[config.mk]
export PLATFORM = sky130hd
export DESIGN_NAME = serdac_front
export DESIGN_NICKNAME = d
export VERILOG_FILES = /design/src/rtl/serdac_pkg.sv /design/src/rtl/serdac_edge.sv /design/src/rtl/serdac_shifter.sv /design/src/rtl/serdac_latch.sv /design/src/rtl/serdac_front.sv
export SDC_FILE = /design/constraint.sdc
export NUM_CORES = 1
export LEC_CHECK = 0
export BUFFER_PORTS_ARGS = -buffer_cell sky130_fd_sc_hd__buf_2
export CAP_MARGIN = 10
export CELL_PAD_IN_SITES_DETAIL_PLACEMENT = 1
export CELL_PAD_IN_SITES_GLOBAL_PLACEMENT = 2
export CORE_MARGIN = 1.5
export CORE_UTILIZATION = 29
export CTS_CLUSTER_SIZE = 40
export DETAILED_ROUTE_END_ITERATION = 7
export PLACE_DENSITY = 0.7
export SLEW_MARGIN = 25
export SYNTH_ARGS = -nofsm -noshare
export SYNTH_HDL_FRONTEND = slang
export SYNTH_SLANG_ARGS = --single-unit
[constraint.sdc]
create_clock -name clk -period 1.6 [get_ports clk]
set_input_delay 0.08 -clock clk [delete_from_list [all_inputs] [get_ports clk]]
set_output_delay 0.08 -clock clk [all_outputs]
set_load 0.1 [all_outputs]
[src/rtl/serdac_pkg.sv]
// Shared sizes and the code mapping for the serial DAC front end.
// Assumes a 16-bit frame whose low CODE_W bits form the converter code.
package serdac_pkg;
    localparam int WORD_W = 16;
    localparam int CODE_W = 12;
    localparam int CNT_W  = $clog2(WORD_W + 1);

    // Turn a data field into the internal code (two's complement gets its MSB flipped)
    function automatic logic [CODE_W-1:0] map_code(input logic [CODE_W-1:0] d,
                                                   input logic bip, input logic tc);
        logic [CODE_W-1:0] r;
        r = d;
        if (bip && tc) r[CODE_W-1] = ~d[CODE_W-1];
        return r;
    endfunction

    // Code forced by clear: 0 V, or negative full scale for offset binary
    function automatic logic [CODE_W-1:0] clear_code(input logic bip, input logic tc);
        logic [CODE_W-1:0] r;
        r = '0;
        if (bip && tc) r[CODE_W-1] = 1'b1;
        return r;
    endfunction
endpackage

[src/rtl/serdac_edge.sv]
// Edge finder for a vector of pins that are already synchronous to clk.
// Keeps one previous sample per bit; IDLE sets the remembered value after reset.
module serdac_edge #(
    parameter int N = 2,
    parameter logic [N-1:0] IDLE = '1
) (
    input  logic         clk,
    input  logic         rst_n,
    input  logic [N-1:0] sig,
    output logic [N-1:0] rise,
    output logic [N-1:0] fall
);
    logic [N-1:0] prev_q;

    // Remember last cycle's pin levels
    always_ff @(posedge clk) begin
        if (!rst_n) prev_q <= IDLE;
        else        prev_q <= sig;
    end

    for (genvar i = 0; i < N; i++) begin : g_bit
        assign rise[i] = ~prev_q[i] &  sig[i];
        assign fall[i] =  prev_q[i] & ~sig[i];
    end
endmodule

[src/rtl/serdac_shifter.sv]
// Input shift register with the per-frame edge counter and the serial output.
// Standalone mode gates the register to WORD_W edges per frame; chained mode does not gate.
module serdac_shifter
    import serdac_pkg::*;
(
    input  logic              clk,
    input  logic              rst_n,
    input  logic              sclk_fall,
    input  logic              sclk_rise,
    input  logic              sdin,
    input  logic              sync_n,
    input  logic              chain_en,
    output logic [WORD_W-1:0] word,
    output logic              sdo
);
    logic [CNT_W-1:0] cnt_q;
    logic             gate_open;
    logic             take;

    assign gate_open = chain_en || (cnt_q < CNT_W'(WORD_W));
    assign take      = sclk_fall && !sync_n && gate_open;

    // Count accepted edges; the counter is held at zero while the frame is idle
    always_ff @(posedge clk) begin
        if (!rst_n || sync_n)      cnt_q <= '0;
        else if (take && !chain_en) cnt_q <= cnt_q + 1'b1;
    end

    // Shift the data MSB first
    always_ff @(posedge clk) begin
        if (!rst_n)    word <= '0;
        else if (take) word <= {word[WORD_W-2:0], sdin};
    end

    // Present the register MSB after each rising serial clock edge
    always_ff @(posedge clk) begin
        if (!rst_n)         sdo <= 1'b0;
        else if (sclk_rise) sdo <= word[WORD_W-1];
    end
endmodule

[src/rtl/serdac_latch.sv]
// DAC latch: loads the mapped data field on a load edge and applies the clear code.
// Clear overrides the output without waiting for a clock; the latch follows it on the next edge.
module serdac_latch
    import serdac_pkg::*;
(
    input  logic              clk,
    input  logic              rst_n,
    input  logic              load,
    input  logic              clr_n,
    input  logic              bipolar,
    input  logic              twos,
    input  logic [CODE_W-1:0] field,
    output logic [CODE_W-1:0] code
);
    logic [CODE_W-1:0] latch_q;
    logic [CODE_W-1:0] clr_val;

    assign clr_val = clear_code(bipolar, twos);

    // Hold the code; reset and clear both load the clear value
    always_ff @(posedge clk) begin
        if (!rst_n || !clr_n) latch_q <= clr_val;
        else if (load)        latch_q <= map_code(field, bipolar, twos);
    end

    // Clear takes effect on the bus at once
    always_comb begin
        code = clr_n ? latch_q : clr_val;
    end
endmodule

[src/rtl/serdac_front.sv]
// Top level of the serial DAC front end: edge finding, shifting and the latch.
// Assumes sclk, sdin, sync_n, ldac_n and clr_n are synchronous to clk and change slower than it.
module serdac_front
    import serdac_pkg::*;
(
    input  logic              clk,
    input  logic              rst_n,
    input  logic              sclk,
    input  logic              sdin,
    input  logic              sync_n,
    input  logic              ldac_n,
    input  logic              clr_n,
    input  logic              chain_en,
    input  logic              bipolar,
    input  logic              twos,
    output logic              sdo,
    output logic [CODE_W-1:0] dac_code
);
    logic [1:0]        rise;
    logic [1:0]        fall;
    logic [WORD_W-1:0] word;

    serdac_edge #(.N(2), .IDLE(2'b11)) u_edge (
        .clk  (clk),
        .rst_n(rst_n),
        .sig  ({ldac_n, sclk}),
        .rise (rise),
        .fall (fall)
    );

    serdac_shifter u_shift (
        .clk      (clk),
        .rst_n    (rst_n),
        .sclk_fall(fall[0]),
        .sclk_rise(rise[0]),
        .sdin     (sdin),
        .sync_n   (sync_n),
        .chain_en (chain_en),
        .word     (word),
        .sdo      (sdo)
    );

    serdac_latch u_latch (
        .clk    (clk),
        .rst_n  (rst_n),
        .load   (fall[1]),
        .clr_n  (clr_n),
        .bipolar(bipolar),
        .twos   (twos),
        .field  (word[CODE_W-1:0]),
        .code   (dac_code)
    );
endmodule

# --- Yosys cells after proc, flatten, opt, wreduce, memory -nomap -nowiden ---
# Index checks and enable logic that the tools add are counted.
# Widths: inputs -> output; s select.
word_totals:
  register_bits: 36
  elab_cells: 32
  out_inout_bits: 13
classes:
  mux: 5
  bitwise_logic: 7
  magnitude_cmp: 1
  n_addsub: 1
  reduce_logical: 12
ops:
  columns: ["op", "count"]
  rows:
  - ["$mux 12", 3]
  - ["$add 5x1->5 const B", 1]
  - ["$lt 5x5->1 const B", 1]
  - ["$logic_and 1x1->1", 4]
  - ["$logic_not 1->1", 4]
  - ["$not 1->1", 4]
  - ["$and 1x1->1", 3]
  - ["$logic_or 1x1->1", 3]
  - ["$mux 1", 2]
  - ["$reduce_bool 2->1", 1]

# --- Logic depth before layout (Yosys ltp) ---
# Gate-level depths: netlist of the first run.
logic_depth:
  word_depth: 5
  depth_mapped: 4

# --- Modules after synthesis ---
# From an unflattened synthesis of the first run, not the netlist that was laid out.
unflattened:
  hier_cells: 170
  area_unflattened_um2: 1567.8
by_module_without_submodules:
  columns: ["mod", "seq_area_each_um2", "area_per_inst_um2", "n_inst", "cells_per_inst"]
  rows:
  - ["serdac_shifter", 440.4, 923.4, 1, 104]
  - ["serdac_latch", 250.2, 566.8, 1, 58]
  - ["serdac_edge", 40.0, 77.6, 1, 8]

# --- Least setup slack after synthesis of the first run ---
# No wires, ideal clock.
synth_path:
  path_type: "input to output"
  startpoint: "in clr_n"
  endpoint: "out dac_code[11]"
  n_path_buf: 1
  t_arrival_ns: 2.363
  setup_slack_ns: -0.843
  required_time_ns: 1.520
  stages: 2
  cell_sequence: "clkbuf_1 -> o21ai_0"
synth_via:
  elab_chain_cells: 1
synth_rtl:
  columns: ["element", "line", "rtl"]
  rows:
  - ["start, declared", "serdac_front.sv:12", "input logic clr_n,"]
  - ["$mux 12", "serdac_latch.sv:28", "code = clr_n ? latch_q : clr_val;"]
  - ["end, declared", "serdac_front.sv:17", "output logic [CODE_W-1:0] dac_code"]
# No other way between the ends.

# --- Worst setup path in the final report of the first run ---
layout_path:
  startpoint: "reg u_edge.prev_q[0]"
  endpoint: "reg u_shift.cnt_q[3]"
layout_via:
  elab_chain_cells: 4
layout_rtl:
  columns: ["element", "line", "rtl"]
  rows:
  - ["start, declared", "serdac_edge.sv:13", "logic [N-1:0] prev_q;"]
  - ["start signal, assigned", "serdac_edge.sv:18", "else prev_q <= sig;"]
  - ["$and 1x1->1", "serdac_edge.sv:23", "assign fall[i] = prev_q[i] & ~sig[i];"]
  - ["$logic_and 1x1->1 (2 in series)", "serdac_shifter.sv:21", "assign take = sclk_fall && !sync_n && gate_open;"]
  - ["$logic_and 1x1->1", "serdac_shifter.sv:26", "else if (take && !chain_en) cnt_q <= cnt_q + 1'b1;"]
  - ["end signal, assigned", "serdac_shifter.sv:26", null]
  - ["end, declared", "serdac_shifter.sv:16", "logic [CNT_W-1:0] cnt_q;"]
# No other way between the ends.
# A chain may end at the register's enable or synchronous reset.

==> out/qor.txt, run 1 <==
Syn Area/Cell - 8.84 um^2
Worst setup endpoint - u_shift.cnt_q[3]
CP Launch Type - flip-flop
relative slew slack - 63.4%
flops & latches, synth - 36
CP top delay family - simple AND/OR/NAND/NOR gates
Final setup viols - 0
synth top area cells - dfxtp_1 49%, mux2i_1 12%, nand2_1 11%
HP Start - ldac_n
Longest Clk Path Bufs - 2
cell internal pwr - 1.41 mW
ys async rst share - 0%
Synth Flop Type - dfxtp_1
CTS Root Cell - clkbuf_8
post-DR wirelength/cell - 12.7 um
area share of the largest cell type after synthesis - 48.6%
Fmax - 0.682 GHz
Final Hold Viols - 0
fin util - 36.7%
critical path data required time - 1.82 ns
Unique masters post-synth - 26
TritonCTS clock tree - yes
Vias/cell - 4.65
Die H - 73.5 um
H-tree levels - 2
clock share of power - 43.2%
Die X - 73.5 um
largest net degree at the start of global routing - 17
measured slew at the worst slew-check pin - 0.549 ns
Ports - 23
sequential power share - 50.3%
Synth area leader - dfxtp_1
Num CTS Buffers - 5
hold_buf cts - 0
Sum Neg Setup Slack - 0 ns
Combinational Power Share - 6.6%
WS Path Type - reg -> reg
DRT iter0 DRCs - 47
ANT cells - 0
crit-path max FO - 7
EDFF count, synth - 1
crit share post-route - 91.6%
Critical Path AT - 1.68 ns
critical-path cell list - or3b_4 -> or4_1 -> a21oi_1
FF-to-FF End - u_shift.cnt_q[3]
final RePlAce weighted congestion - 0.686
# fillers - 585
vias in the first global route - 1223
DR top layer - met4
Critical R2R Launch - u_edge.prev_q[0]
crit path from - u_edge.prev_q[0]
Max stage delay cell, worst path - or4_1
min-delay worst type - in -> reg
Pre-antenna DRT Iters - 4
pwr/cell area - 1040 nW/um^2
ratio of cells with drive above 1 in the final layout - 19.1%
Initial Util - 30.3%
reg2reg setup slack - 0.13 ns
Post-synth top cells - 43 x nand2_1, 35 x dfxtp_1, 17 x a21oi_1, 17 x mux2i_1, 11 x and2_1
clk sinks - 36
crit path time final - 1.47 ns
global route overflow - 0
cells on worst reg2reg path - 3
DIE AREA - 5400 um^2
mapped cell area - 1440 um^2
unrepaired setup endpoints after global routing - false
Final Skew - 0.00901 ns
Port Buf Inserts - 22
Cells after Synth - 163
Leak - 0.742 nW
Net count, final - 198
Routed Antenna Nets - 0
initial antenna violation count - 0
met1 wire length - 1530 um
peak supply drop - 0.000392 V
Max Cap Violations - 0
Area growth, synth to finish - 21.0%
Seq/Total Area, Yosys - 50.7%
DP Area - 1630 um^2
DRC Markers - 0
Routed WL - 3240 um
total number of vias - 1187
Post-Syn Nets - 174
most frequent cell after synthesis - nand2_1
Crit path depth - 3
Worst-Skew Late Latency - 0.29 ns
met2 wire len - 1530 um
Max Slew Vio Count - 0
Yosys Warn Count - 0
final instance area - 1740 um^2
GRT Util Overall - 13.8%
first-pass GRT wire length - 5580 um
Crit path largest cell delay - 0.51 ns
Core Region - 4750 um^2
Sw Ratio - 22.3%
met3 wire length - 113 um
Psw - 0.404 mW
status - complete, no violations
row count - 25
CP endpoint kind - flip-flop
DP Wirelength - 2330 um
Worst-path clk slew - 0.07 ns
sum of buffers and inverters on the critical path - 0
==> power by group through the flow <==
stage	logic [mW]	registers, mW	clock network [mW]
2_1_floorplan	0.0799	0.930	0
3_3_place_gp	0.116	0.931	0
3_5_place_dp	0.120	0.931	0
4_1_cts	0.120	0.910	0.807
5_1_grt	0.131	0.911	0.854
6_report	0.119	0.910	0.782
==> flip-flops by register name (all words and copies together) (netlist names) <==
signal,cells
u_shift.word,16
u_latch.latch_q,12
u_shift.cnt_q,5
u_edge.prev_q,2
u_shift.sdo,1
==> cell type report <==
type                    instances  area, um^2  share of cell area [%]
repair buffers                 26         140                    8.03
well taps                      67        83.8                    4.81
flip-flops and latches         36         731                    41.9
inverters                       3        11.3                   0.646
clock inverters                 2        35.0                    2.01
multi-input cells             115         671                    38.5
clock buffers                   6        72.6                    4.16
==> per-stage QoR <==
stage               cells  setup slack, ns  hold slack (ns)  power, mW
CTS                   255           0.0770          0.00479       1.84
global route          255           0.0519           0.0174       1.90
detailed placement    247           0.0741            0.304       1.05
global placement      247            0.145            0.290       1.05
finish                255            0.134          0.00863       1.81
floorplan             163            0.136            0.153       1.01
==> layout by cell type, fill, tap and decap left out, drive strengths merged, types with 2 or more instances in the layout <==
| master | instances |
|---|---|
| nand2 | 43 |
| a21oi | 17 |
| clkbuf | 6 |
| dfxtp | 35 |
| mux2i | 17 |
| or4 | 2 |
| nor2b | 2 |
| o31ai | 2 |
| nand3 | 4 |
| nand2b | 4 |
| inv | 3 |
| and2 | 11 |
| o21ai | 4 |
| buf | 26 |
==> layer usage <==
layer / GRT usage (%) / vias up
li1: - / 588
met5: 0 / -
met3: 3.70 / 7
met2: 21.7 / 18
met4: 6.17 / 0
met1: 17.6 / 574
==> kinds of logic (layout without fill, tap and decap cells) <==
logic type                 Yosys count  in the layout  synth area share (%)
AOI/OAI and AO/OA                   24             24                  9.20
and+or+nand+nor                     73             73                  24.2
DFF                                 36             36                  50.7
adders and majority gates            1              1                 0.868
muxes                               17             17                  11.8
buffers and inverters               12             37                  3.21
==> timing repair <==
item | 4_1_cts | 5_1_grt
setup endpoints to repair | 0 | 2
resized for setup | 0 | 1
buffers inserted | 0 | 0
==> worst min-delay path by stage <==
| stage | end | slack [ns] | cells past startpoint |
|---|---|---|---|
| after CTS | u_edge.prev_q[1] | 0.005 | 2 |
| after detailed placement | u_edge.prev_q[1] | 0.30 | 2 |
| after global routing | u_edge.prev_q[1] | 0.02 | 2 |
| after global placement | u_edge.prev_q[1] | 0.29 | 2 |
| after floorplan | u_edge.prev_q[0] | 0.15 | 1 |
| final | u_edge.prev_q[1] | 0.009 | 2 |
Power figures use the tool's default switching activity.
==> run 2, diff against run 1 <==
ABC_AREA = 1   (was unset)
CORE_UTILIZATION = 28   (was 29)
PLACE_DENSITY = 0.72   (was 0.7)
==> run 2 against run 1 <==
Core utilization decreased by 2.0 points. Clock power decreased by 17%. Via count increased by 14%. First-iteration DRC count decreased by 30%. Wire length increased by 2.4%. Sequential share of layout area decreased by 0.88 points. Die area increased by 7.7%. Fmax increased by 19%. Global-route usage decreased by 1.1 points. Highest routed layer unchanged.
==> out/qor.txt, run 2 <==
Leak - 0.915 nW (+23%)
peak supply drop - 0.000447 V (+14%)
DP Area - 1680 um^2 (+2.9%)
largest registers - u_shift.word: 16 flops, u_latch.latch_q: 12 flops, u_shift.cnt_q: 5 flops
# fillers - 707 (+21%)
Worst-path clk slew - 0.07 ns (about the same)
Psw - 0.485 mW (+20%)
sequential power share - 52.7% (+2.4 points)
Synth Flop Type - dfxtp_1
final instance area - 1780 um^2 (+2.2%)
Critical Path AT - 1.15 ns (-0.53 ns)
Core Region - 5140 um^2 (+8.1%)
cts repair resizes - 0 (unchanged)
Pre-antenna DRT Iters - 4 (unchanged)
Fmax - 0.811 GHz (+19%)
mapped cell area - 1500 um^2 (+4.3%)
ys async rst share - 0% (unchanged)
post-DR wirelength/cell - 10.8 um (-15%)
Area growth, synth to finish - 18.6%
Die H - 76.3 um (+3.8%)
CP endpoint kind - output pin
relative slew slack - 67.5% (+4.1 points)
Sw Ratio - 26.4% (+4.1 points)
crit path time final - 1.23 ns (-0.232 ns)
first-pass GRT wire length - 5910 um (+5.8%)
CTS Root Cell - clkbuf_8
Tot Pwr - 1.84 mW (+1.5%)
synth top area cells - dfxtp_1 47%, nor2_1 15%, nand2_1 7.5%
Net count, final - 247 (+25%)
Final setup viols - 0 (unchanged)
Final Skew - 0.00360 ns (-0.00541 ns)
global route overflow - 0 (unchanged)
most common cell after layout, fill and taps aside - nor2_1
GRT Util Overall - 12.7% (-1.1 points)
critical path data required time - 1.52 ns (-0.30 ns)
Port Buf Inserts - 22 (unchanged)
most frequent cell after synthesis - nor2_1
most frequent cells in the layout - 61 x nor2_1, 35 x dfxtp_1, 30 x nand2_1
clock share of power - 35.4% (-7.8 points)
Yosys Warn Count - 0 (unchanged)
Routed Antenna Nets - 0 (unchanged)
Post-CTS Setup Bufs - 0 (unchanged)
DP Wirelength - 2460 um (+5.4%)
Cells after Synth - 210 (+29%)
initial antenna violation count - 0 (unchanged)
Final Hold Viols - 0 (unchanged)
Combinational Power Share - 11.9% (+5.3 points)
max reg flops - 16 (unchanged)
WS Path Type - reg -> out
vias in the first global route - 1298 (+6.1%)
Initial Util - 29.2% (-1.1 points)
Synth area leader - dfxtp_1
Seq/Total Area, Yosys - 48.6% (-2.1 points)
crit share post-route - 77.1% (-14 points)
Ports - 23 (unchanged)
DIE AREA - 5820 um^2 (+7.7%)
Routed WL - 3320 um (+2.4%)
Vias/cell - 4.39 (-5.7%)
largest net degree at the start of global routing - 20 (+3)
Post-synth top cells - 61 x nor2_1, 35 x dfxtp_1, 30 x nand2_1, 24 x inv_1
Longest Clk Path Bufs - 2 (unchanged)
Worst-Skew Late Latency - 0.28 ns (about the same)
EDFF count, synth - 1 (unchanged)
ratio of cells with drive above 1 in the final layout - 17.3% (-1.8 points)
flops & latches, synth - 36 (unchanged)
DRT iter0 DRCs - 33 (-30%)
Post-Syn Nets - 221 (+27%)
status - complete, no violations
area share of the largest cell type after synthesis - 46.6% (-2.0 points)
DRC Markers - 0 (unchanged)
min-delay worst type - in -> reg
reg2reg setup slack - 0.49 ns (+0.36 ns)
clk sinks - 36 (unchanged)
Syn Area/Cell - 7.16 um^2 (-19%)
Unique masters post-synth - 25 (-3.8%)
Max Cap Violations - 0 (unchanged)
Sum Neg Setup Slack - 0 ns (unchanged)
pwr/cell area - 1030 nW/um^2 (-0.67%)
measured slew at the worst slew-check pin - 0.492 ns (-0.0579 ns)
CP Launch Type - flip-flop
H-tree levels - 2 (unchanged)
Die X - 76.3 um (+3.8%)
most flop-heavy register - u_shift.word
ANT cells - 0 (unchanged)
Max Slew Vio Count - 0 (unchanged)
TritonCTS clock tree - yes
Num CTS Buffers - 5 (unchanged)
row count - 26 (+4.0%)
unrepaired setup endpoints after global routing - false
final RePlAce weighted congestion - 0.675 (-1.6%)
cell internal pwr - 1.35 mW (-3.9%)
total number of vias - 1348 (+14%)
crit-path max FO - 1 (-6)
==> run 2: cell types whose count changed in the layout (fill, tap and decap cells not counted), sizes merged, moves of 2 or more <==
cell,delta
inv,+25
a21oi,-12
nand2,-11
mux2i,-17
or4,-2
nor2b,-2
o31ai,-2
nand4,+2
nor2,+62
o21ai,+24
nand2b,-4
and2,-11
clkbuf,+2
==> run 2: final cells by class <==
| cell class | instances | area (um^2) | share of cell area [%] |
|---|---|---|---|
| sequential | 36 | 731 | 41.0 |
| multi-input combinational | 139 | 626 | 35.1 |
| timing repair buffer | 26 | 143 | 8.01 |
| inverter | 28 | 105 | 5.90 |
| clock buffer | 8 | 90.1 | 5.06 |
| tap | 70 | 87.6 | 4.92 |
==> run 2: per-stage QoR <==
| step | utilization (%) | hold slack, ns | cells | worst slack [ns] |
|---|---|---|---|---|
| after CTS | 34.7 | 0.0172 | 307 | 0.342 |
| final | 34.7 | 0.0259 | 307 | 0.366 |
| after global routing | 34.7 | 0.0270 | 307 | 0.283 |
| after detailed placement | 32.7 | 0.282 | 298 | 0.469 |
| after floorplan | - | 0.177 | 210 | 0.0270 |
| after global placement | 32.7 | 0.279 | 298 | 0.502 |
==> run 2: per-layer routing <==
layer / vias to the layer above / GRT usage, % / share of wire (%)
li1: 700 / - / -
met1: 617 / 15.2 / 49
met2: 24 / 20.7 / 45
met3: 7 / 3.71 / 3.7
met4: 0 / 6.11 / 1.6
met5: - / 0 / 0
==> run 2: worst paths after layout <==
check	start	endpoint	depth (start not counted)
max	u_latch.latch_q[11]	dac_code[11]	3
min	sclk	u_edge.prev_q[0]	3
max reg2reg	u_edge.prev_q[0]	u_shift.cnt_q[0]	5
min reg2reg	u_latch.latch_q[9]	u_latch.latch_q[9]	2
==> run 2: worst max-delay path, cell delays in order (launching register included) <==
cell and delay (ns):
edfxtp_1 0.32, nand2_1 0.05, o21ai_1 0.07, buf_2 0.43
==> run 2: power groups by stage <==
stage / sequential (mW) / combinational [mW] / clock (mW)
finish: 0.968 / 0.218 / 0.651
global route: 0.973 / 0.248 / 0.717
CTS: 0.968 / 0.224 / 0.680
detailed placement: 0.988 / 0.222 / 0
global placement: 0.988 / 0.218 / 0
floorplan: 0.982 / 0.170 / 0
==> run 2: kinds of logic after synthesis <==
logic type / share of synthesized area [%]
compound gates: 11.2
xor+xnor: 0.583
fa+ha+maj: 0.833
buf+inv: 9.74
flops: 48.6
simple gates: 29.0
==> run 2: timing repair <==
action                     CTS  global route
setup endpoints to repair    0             0
hold endpoints to repair     1             0
hold buffers                 1             0
==> run 3, diff against run 2 <==
CORE_UTILIZATION = 31   (was 28)
PLACE_DENSITY = 0.76   (was 0.72)
clock period = 1.27 ns   (was 1.6 ns; I/O delays follow)
==> run 3 against run 2 <==
Cell area shrank 0.70%. First-iteration DRC count is 61% higher. Worst setup slack lost 0.29 ns. Highest routed layer unchanged.
==> out/qor.txt, run 3 (same netlist as run 2, synthesis figures left out) <==
CP top delay family - buffers and inverters
row count - 25 (-3.8%)
largest net degree at the start of global routing - 20 (unchanged)
Final Hold Viols - 0 (unchanged)
crit path time final - 1.19 ns
Die X - 72.6 um (-4.8%)
reg2reg setup slack - 0.17 ns (-0.32 ns)
sum of buffers and inverters on the critical path - 2 (+1)
Core Region - 4690 um^2 (-8.7%)
Crit path largest cell delay - 0.41 ns (-0.02 ns)
Worst-Skew Late Latency - 0.28 ns (about the same)
DIE AREA - 5270 um^2 (-9.3%)
Fmax - 0.839 GHz
global route overflow - 0 (unchanged)
status - complete, no violations
first-pass GRT wire length - 5410 um (-8.4%)
TritonCTS clock tree - yes
Cells on Worst Hold Path - 3 (unchanged)
Seq. cell area - 732 um^2 (+0.17%)
CP endpoint kind - output pin
total number of vias - 1288 (-4.5%)
DP Wirelength - 2290 um (-6.7%)
Port Buf Inserts - 22 (unchanged)
min-delay worst type - in -> reg
relative slew slack - 67.8% (+0.31 points)
Routed WL - 3080 um (-7.1%)
multi-input logic area - 634 um^2 (+1.4%)
Max Slew Vio Count - 0 (unchanged)
ANT cells - 0 (unchanged)
Vias/cell - 4.46 (+1.5%)
CP Launch Type - flip-flop
GRT Util Overall - 13.1% (+0.44 points)
DRC Markers - 0 (unchanged)
critical-path cell list - nand2_1 -> inv_1 -> buf_2
max reg flops - 16 (unchanged)
Die H - 72.6 um (-4.8%)
Max Cap Violations - 0 (unchanged)
vias in the first global route - 1202 (-7.4%)
Num CTS Buffers - 5 (unchanged)
Pre-antenna DRT Iters - 2 (-2)
WS Path Type - reg -> out
cells on worst reg2reg path - 5 (unchanged)
measured slew at the worst slew-check pin - 0.487 ns (-0.00467 ns)
Worst-path clk slew - 0.07 ns (about the same)
Routed Antenna Nets - 0 (unchanged)
post-DR wirelength/cell - 10.7 um (-1.3%)
unrepaired setup endpoints after global routing - false
Net count, final - 247 (unchanged)
Sum Neg Setup Slack - 0 ns (unchanged)
peak supply drop - 0.000370 V (-17%)
Initial Util - 32.0% (+2.8 points)
DRT iter0 DRCs - 53 (+61%)
most flop-heavy register - u_shift.word
Ports - 23 (unchanged)
Final Skew - 0.00701 ns (+0.00340 ns)
pwr/cell area - 1260 nW/um^2 (+23%)
Critical Path AT - 1.13 ns (-0.02 ns)
Area growth, synth to finish - 17.7%
most frequent cells in the layout - 61 x nor2_1, 34 x dfxtp_1, 30 x nand2_1
FF-to-FF End - u_shift.cnt_q[3]
Final setup viols - 0 (unchanged)
most common cell after layout, fill and taps aside - nor2_1
ratio of cells with drive above 1 in the final layout - 17.9% (+0.57 points)
Leak - 0.913 nW (-0.13%)
critical path data required time - 1.21 ns (-0.31 ns)
HP Start - sdin
clk sinks - 36 (unchanged)
# fillers - 617 (-13%)
initial antenna violation count - 0 (unchanged)
Longest Clk Path Bufs - 2 (unchanged)
WHS Endpoint - u_shift.word[0]
crit share post-route - 93.9%
crit-path max FO - 2 (+1)
DP Area - 1680 um^2 (unchanged)
largest registers - u_shift.word: 16 flops, u_latch.latch_q: 12 flops, u_shift.cnt_q: 5 flops
CTS Root Cell - clkbuf_8
Max stage delay cell, worst path - buf_2
Critical R2R Launch - u_edge.prev_q[0]
H-tree levels - 2 (unchanged)
final RePlAce weighted congestion - 0.714 (+5.9%)
final instance area - 1770 um^2 (-0.70%)
Post-CTS Setup Bufs - 0 (unchanged)
==> run 3: power by group <==
part           internal, mW  switching (mW)  leakage, nW
Clock                 0.365           0.366       0.0371
Combinational        0.0850           0.201        0.579
Sequential             1.19          0.0318        0.298
Total                  1.64           0.599        0.913
==> run 3: worst register-to-register path, delay by kind of cell, from the launching register on <==
family / cells / cell delay (ns)
simple gates: 5 / 0.61
flops: 1 / 0.38
==> run 3: cell type report <==
| type | instances | area share (%) |
|---|---|---|
| Clock buffer | 6 | 4.10 |
| Inverter | 28 | 5.94 |
| Multi-Input combinational cell | 139 | 35.9 |
| Sequential cell | 36 | 41.4 |
| Tap cell | 54 | 3.82 |
| Timing Repair Buffer | 26 | 8.91 |
==> run 3: how the worst max path moves through the flow <==
stage / startpoint / end / slack, ns / cells past startpoint
finish: u_latch.latch_q[5] / dac_code[5] / 0.08 / 3
global route: u_latch.latch_q[9] / dac_code[9] / 0.007 / 3
CTS: u_latch.latch_q[10] / dac_code[10] / 0.06 / 3
detailed placement: u_edge.prev_q[0] / u_shift.word[3] / 0.15 / 5
global placement: u_edge.prev_q[0] / u_shift.word[2] / 0.19 / 5
floorplan: clr_n / dac_code[0] / 0.22 / 3
==> run 3: metal layers <==
layer	GRT usage (%)	vias up	part of all wire, %
met5	0	-	0
met4	5.66	0	0.94
met3	2.90	4	2.9
met2	21.1	19	46
met1	16.9	571	50
li1	-	694	-
==> run 3: through the flow <==
stage	hold WS [ns]	power, mW	util (%)	setup WS [ns]	cells
final	0.0117	2.24	37.7	0.0776	289
after global routing	0.0118	2.37	37.7	0.00675	289
after CTS	0.00553	2.28	37.6	0.0573	289
after detailed placement	0.265	1.53	35.8	0.148	282
after global placement	0.266	1.53	35.8	0.187	282
after floorplan	0.160	1.45	-	0.220	210
==> run 3: repair_timing <==
| action | in CTS | in global routing |
|---|---|---|
| endpoints found under the setup margin | 0 | 1 |
| hold endpoints to repair | 1 | 0 |
| resized for setup | 0 | 1 |
| hold buffers | 1 | 0 |
